$ cat src/rtl/irq_vec_pkg.sv
package irq_vec_pkg;
  localparam int unsigned IRQ_LINES = 3;
  localparam int unsigned PC_AW     = 16;
  localparam int unsigned STK_DEPTH = 6;

  typedef enum logic {
    SEQ_RUN,
    SEQ_CALL
  } seq_st_e;
endpackage

$ cat src/rtl/irq_sampler.sv
module irq_sampler #(
  parameter int unsigned N  = 3,
  localparam int unsigned IW = (N > 1) ? $clog2(N) : 1
) (
  input  logic          clk_i,
  input  logic          rst_ni,
  input  logic [N-1:0]  irq_ni,
  input  logic [N-1:0]  en_i,
  input  logic          clr_i,
  output logic          any_o,
  output logic [IW-1:0] idx_o
);
  logic [N-1:0] lo1_q, lo2_q, pend_q, elig;

  // qualify on falling edges: low at two consecutive ones
  always_ff @(negedge clk_i or negedge rst_ni) begin
    if (!rst_ni) begin
      lo1_q <= '0;
      lo2_q <= '0;
    end else begin
      lo1_q <= ~irq_ni;
      lo2_q <= lo1_q;
    end
  end

  for (genvar g = 0; g < N; g++) begin : g_pend
    always_ff @(posedge clk_i or negedge rst_ni) begin
      if (!rst_ni) pend_q[g] <= 1'b0;
      else pend_q[g] <= (pend_q[g] | (lo1_q[g] & lo2_q[g]))
                        & ~(clr_i && (idx_o == IW'(g)));
    end
  end

  assign elig  = pend_q & en_i;
  assign any_o = |elig;

  always_comb begin
    idx_o = '0;
    for (int i = N - 1; i >= 0; i--) begin
      if (elig[i]) idx_o = IW'(i);
    end
  end
endmodule

$ cat src/rtl/pc_stack.sv
module pc_stack #(
  parameter int unsigned AW    = 16,
  parameter int unsigned DEPTH = 6,
  localparam int unsigned CW   = $clog2(DEPTH + 1)
) (
  input  logic          clk_i,
  input  logic          rst_ni,
  input  logic          push_i,
  input  logic          pop_i,
  input  logic [AW-1:0] din_i,
  output logic [AW-1:0] top_o,
  output logic [CW-1:0] cnt_o,
  output logic          ovf_o,
  output logic          unf_o
);
  logic [AW-1:0] mem_q [DEPTH];
  logic [CW-1:0] cnt_q;
  logic          full, empty;

  assign full  = (cnt_q == CW'(DEPTH));
  assign empty = (cnt_q == '0);

  always_ff @(posedge clk_i or negedge rst_ni) begin
    if (!rst_ni) begin
      for (int i = 0; i < DEPTH; i++) mem_q[i] <= '0;
      cnt_q <= '0;
      ovf_o <= 1'b0;
      unf_o <= 1'b0;
    end else if (push_i) begin
      if (full) begin
        // drop oldest: shift down, new entry on top
        for (int i = 0; i < DEPTH - 1; i++) mem_q[i] <= mem_q[i+1];
        mem_q[DEPTH-1] <= din_i;
        ovf_o <= 1'b1;
      end else begin
        mem_q[cnt_q] <= din_i;
        cnt_q <= cnt_q + 1'b1;
      end
    end else if (pop_i) begin
      if (empty) unf_o <= 1'b1;
      else cnt_q <= cnt_q - 1'b1;
    end
  end

  assign top_o = empty ? '0 : mem_q[cnt_q - 1'b1];
  assign cnt_o = cnt_q;
endmodule

$ cat src/rtl/irq_vec_seq.sv
module irq_vec_seq
  import irq_vec_pkg::*;
#(
  parameter int unsigned AW       = PC_AW,
  parameter int unsigned N_IRQ    = IRQ_LINES,
  parameter int unsigned DEPTH    = STK_DEPTH,
  parameter int unsigned VEC_BASE = 16'h0010,
  parameter int unsigned VEC_STEP = 16'h0008,
  localparam int unsigned IW      = (N_IRQ > 1) ? $clog2(N_IRQ) : 1,
  localparam int unsigned CW      = $clog2(DEPTH + 1)
) (
  input  logic             clk_i,
  input  logic             rst_ni,
  input  logic [N_IRQ-1:0] irq_ni,
  input  logic [N_IRQ-1:0] irq_en_i,
  input  logic [AW-1:0]    pc_next_i,
  input  logic             call_i,
  input  logic [AW-1:0]    call_tgt_i,
  input  logic             ret_i,
  input  logic             reti_i,
  output logic [AW-1:0]    fetch_addr_o,
  output logic             vec_fetch_o,
  output logic             ovf_o,
  output logic             unf_o
);
  seq_st_e       st_q;
  logic          gie_q;
  logic [AW-1:0] ret_q;
  logic          any_req, take, strobe;
  logic [IW-1:0] pick_idx;
  logic          push, pop;
  logic [AW-1:0] push_data, stk_top;
  logic [CW-1:0] stk_cnt;
  logic [AW-1:0] vec_tbl [N_IRQ];

  for (genvar g = 0; g < N_IRQ; g++) begin : g_vec
    assign vec_tbl[g] = AW'(VEC_BASE + g * VEC_STEP);
  end

  irq_sampler #(.N(N_IRQ)) u_smp (
    .clk_i  (clk_i),
    .rst_ni (rst_ni),
    .irq_ni (irq_ni),
    .en_i   (irq_en_i),
    .clr_i  (take),
    .any_o  (any_req),
    .idx_o  (pick_idx)
  );

  pc_stack #(.AW(AW), .DEPTH(DEPTH)) u_stk (
    .clk_i  (clk_i),
    .rst_ni (rst_ni),
    .push_i (push),
    .pop_i  (pop),
    .din_i  (push_data),
    .top_o  (stk_top),
    .cnt_o  (stk_cnt),
    .ovf_o  (ovf_o),
    .unf_o  (unf_o)
  );

  assign strobe = call_i | ret_i | reti_i;
  assign take   = (st_q == SEQ_RUN) && gie_q && any_req && !strobe;

  always_comb begin
    push         = 1'b0;
    pop          = 1'b0;
    push_data    = pc_next_i;
    fetch_addr_o = pc_next_i;
    vec_fetch_o  = 1'b0;
    if (st_q == SEQ_CALL) begin
      // injected call: save interrupted address, decoder strobes dropped
      push      = 1'b1;
      push_data = ret_q;
    end else if (take) begin
      fetch_addr_o = vec_tbl[pick_idx];
      vec_fetch_o  = 1'b1;
    end else if (call_i) begin
      push         = 1'b1;
      fetch_addr_o = call_tgt_i;
    end else if (ret_i || reti_i) begin
      pop          = 1'b1;
      fetch_addr_o = stk_top;
    end
  end

  always_ff @(posedge clk_i or negedge rst_ni) begin
    if (!rst_ni) begin
      st_q  <= SEQ_RUN;
      gie_q <= 1'b1;
      ret_q <= '0;
    end else begin
      st_q <= take ? SEQ_CALL : SEQ_RUN;
      if (take) begin
        ret_q <= pc_next_i;
        gie_q <= 1'b0;
      end else if ((st_q == SEQ_RUN) && reti_i) begin
        gie_q <= 1'b1;
      end
    end
  end
endmodule

$ cat config.mk
export PLATFORM = sky130hd
export DESIGN_NAME = irq_vec_seq
export DESIGN_NICKNAME = d
export VERILOG_FILES = /design/src/rtl/irq_vec_pkg.sv /design/src/rtl/irq_sampler.sv /design/src/rtl/pc_stack.sv /design/src/rtl/irq_vec_seq.sv
export SDC_FILE = /design/constraint.sdc
export NUM_CORES = 1
export LEC_CHECK = 0
export BUFFER_PORTS_ARGS = -buffer_cell sky130_fd_sc_hd__buf_2
export CAP_MARGIN = 25
export CORE_MARGIN = 2
export CORE_UTILIZATION = 50
export DETAILED_ROUTE_END_ITERATION = 10
export MAX_ROUTING_LAYER = met4
export PLACE_DENSITY = 0.69
export SLEW_MARGIN = 40
export SYNTH_ARGS = -nofsm -noshare
export SYNTH_HDL_FRONTEND = slang
export SYNTH_HIERARCHICAL = 1
export SYNTH_SLANG_ARGS = --single-unit
$ cat constraint.sdc
create_clock -name clk_i -period 5.65 [get_ports clk_i]
set_input_delay 0 -clock clk_i [delete_from_list [all_inputs] [get_ports clk_i]]
set_output_delay 0 -clock clk_i [all_outputs]
set_load 0.02 [all_outputs]
==> flow_metrics.py <==
metrics = {
    "run_status": {
        "status": "finished, final reports clean",
    },
    "logic_synthesis": {
        "yosys_warnings": 6,
        "synth_top_area_share_pct": 41.8,
        "synth_area_per_cell_sq_um": 11.5,
        "synth.distinct_cells": 62,
        "synth_flop_cell": "dfrtp_1",
        "synth_seq_cells": 128,
        "synth_edf_count": 0,
        "synth-async-reset-ratio_pct": 100,
        "synth.yosys.seq_area_share_pct": 44.2,
        "synthCells": 628,
        "yosys-top-cells-area": "dfrtp_1 42%, mux2_2 9.0%, o22ai_1 5.5%",
        "netlist.top_cell.by_area": "dfrtp_1",
        "syn_nets": 675,
        "synthesis.area_sq_um": 7250,
    },
    "setup_path": {
        "startpoint_type": "flop",
        "worst_ep_required_time_ns": 6.00,
        "critPathMaxFanout": 2,
        "cp-end-kind": "flop",
        "timing.rr.end": "u_smp/pend_q[0]",
        "timing.rr.start": "u_smp/lo1_q[0]",
        "cp.arrival_ns": 4.50,
        "worstSetupStartpoint": "u_smp/lo1_q[0]",
        "reg2reg_depth": 3,
        "slowest_stage": "dlygate4sd3_1",
        "cp-endpoint": "u_smp/pend_q[0]",
        "crit_chain": "a21oi_1, a311oi_1, dlygate4sd3_1",
        "r2r_slack_ns": 1.50,
        "critPathKind": "reg -> reg",
        "critPathMaxStageDelay_ns": 0.58,
    },
    "cells_and_area": {
        "layoutNonFillerInstCount": 877,
        "diodes": 0,
        "area_growth_pct": 15.3,
        "nNetsFinal": 727,
        "fillers": 1158,
        "drive_gt1_share_pct": 30.9,
    },
    "floorplan": {
        "start_util_pct": 50.5,
        "die_h_microns": 124,
        "die_x_microns": 124,
        "rows": 44,
        "dieArea_sq_um": 15500,
        "io_pins": 62,
        "coreArea_sq_um": 14400,
    },
    "sta": {
        "max_slew.worst_pin.slew_ns": 0.891,
        "rsz0062_at_grt": "false",
        "whs_ns": 0.0485,
        "finClkSkew_ns": 0.0212,
        "tns_ns": 0,
        "finalHoldViolations": 0,
        "slew_viol_final": 0,
        "worst_slack_ns": 1.50,
        "setup_viol": 0,
        "relSlewSlack_pct": 40.6,
    },
    "placement": {
        "hpwlAfterDp_mm": 11.9,
        "pre_cts_slack_ns": 2.03,
        "gp_congestion": 0.845,
        "numPlacedInstances": 825,
        "io_buffers": 61,
    },
    "grt": {
        "first_global_vias": 5819,
        "antenna_found_initial": 0,
        "grt_max_degree": 80,
        "overflow": 0,
        "grtUsageTotal_pct": 25.6,
        "grt_pass1_wl_mm": 30.9,
    },
    "routing": {
        "postRouteAntennaNets": 0,
        "viasPerCell": 6.52,
        "routedWlPerCell_microns": 21.9,
        "dr.pass1.iters": 5,
        "drt-total-wl_mm": 19.2,
        "drtIter0Drc": 436,
        "via_count": 5719,
        "drc": 0,
    },
    "worst_hold_path": {
        "min_from": "reti_i",
        "hp-class": "in -> reg",
    },
    "clock_network": {
        "cts_tree": "yes",
        "root_buffer": "clkbuf_16",
        "cts_max_level": 4,
        "cts_sinks": 128,
        "cts_buffers": 17,
        "cts_resized": 0,
        "clk_path_buf_depth": 2,
        "worstSkewPairLatency_ns": 0.41,
        "clkTransAtPathRegs_ns": 0.05,
        "post_cts.repair.setup_buffers": 0,
    },
    "pwr": {
        "vdd_drop_max_v": 0.000268,
        "power_leakage_nw": 3.54,
        "total_power_w": 0.00524,
        "p_per_area_nw_per_um2": 627,
    },
    "job": {
        "cap_violations": 0,
    },
}
## power by group
| part | switching (W) | internal, W | leakage (nW) |
|---|---|---|---|
| logic | 0.00128 | 0.00120 | 1.74 |
| registers | 0.000329 | 0.00130 | 1.50 |
| clock network | 0.000390 | 0.000739 | 0.298 |
| total | 0.00200 | 0.00324 | 3.54 |
## synth_stat cells (14+ instances only)
cell,instances
nor2_1,36
a2bb2oi_2,20
nand2_1,20
a22oi_1,16
buf_2,22
o41ai_1,14
mux4_2,16
o21a_1,16
a21oi_1,21
a22o_1,16
mux2_2,58
a2bb2oi_1,29
inv_1,26
a211oi_1,15
o22ai_1,64
mux2i_1,16
clkbuf_1,22
dfrtp_1,121
## worst min-delay path by stage
stage	to	slack [ns]	cells after the start
finish	gie_q	0.05	3
global route	gie_q	0.08	3
CTS	gie_q	0.04	3
detailed placement	ret_q[15]	0.08	1
global placement	ret_q[1]	0.06	1
floorplan	ret_q[0]	-0.30	0
## area by class of cell
| class | count | area [sq um] | area share, % |
|---|---|---|---|
| Multi-Input combinational cell | 413 | 3610 | 43.2 |
| Sequential cell | 128 | 3210 | 38.4 |
| Timing Repair Buffer | 93 | 606 | 7.24 |
| Clock buffer | 26 | 499 | 5.97 |
| Tap cell | 184 | 230 | 2.75 |
| Clock inverter | 6 | 105 | 1.26 |
| Inverter | 27 | 101 | 1.21 |
## sequential cells by signal (all words and copies together) (netlist names)
register / flops
u_stk/mem_q: 96
ret_q: 16
u_smp/lo1_q: 3
u_smp/lo2_q: 3
u_smp/pend_q: 3
u_stk/cnt_o: 3
gie_q: 1
st_q: 1
u_stk/ovf_o: 1
u_stk/unf_o: 1
## timing repair
action                                  in CTS  in global routing
endpoints found under the setup margin       0                  0
endpoints found under the hold margin       61                  0
hold buffers                                20                  0
## layer usage
| metal | track usage, % | wire length (microns) |
|---|---|---|
| met5 | - | 0 |
| met4 | 9.25 | 344 |
| met3 | 5.63 | 1280 |
| met2 | 41.7 | 9510 |
| met1 | 31.7 | 8050 |
## per-stage QoR
| step | area (sq um) | util [%] |
|---|---|---|
| 6_report | 8360 | 58.2 |
| 5_1_grt | 8360 | 58.2 |
| 4_1_cts | 8360 | 58.2 |
| 3_5_place_dp | 7560 | 52.6 |
| 3_3_place_gp | 7520 | 52.3 |
| 2_1_floorplan | 7250 | - |
## cells in the final DEF, fill, tap and decap left out, drive strengths merged, types with 2 or more instances in the layout
cell and instances:
and2 2, buf 73, o31a 2, dlygate4sd3 20, a31o 2, inv 26
nor3b 2, bufinv 3, clkinv 4, o221ai 2, nor4b 2, mux4 16
nor2 37, a211oi 15, clkbuf 26, o22ai 64, mux2i 16, nand2 22
ha 4, o41ai 14, a21oi 25, a22o 16, mux2 64, dfrtn 6
nor3 2, o21a 16, dfrtp 121, a22oi 16, nor2b 3, a2bb2oi 49
o21ai 3
## cells by family (layout without fill, tap and decap cells)
kind of cell,count (synthesis),count (layout),share of synthesized area [%]
flops,128,128,44.2
fa+ha+maj,4,4,0.690
compound gates,234,234,26.1
buf+inv,87,152,6.20
mux,96,96,17.1
simple gates,78,78,5.52
xor+xnor,1,1,0.121
## worst max-delay path: cells and delay by family, from the launching register on
kind	cells	cell delay (ns)
AOI/OAI and AO/OA	2	0.29
buffers and inverters	1	0.58
DFF	1	0.41
Note: power is estimated with default switching activity, not from simulation.
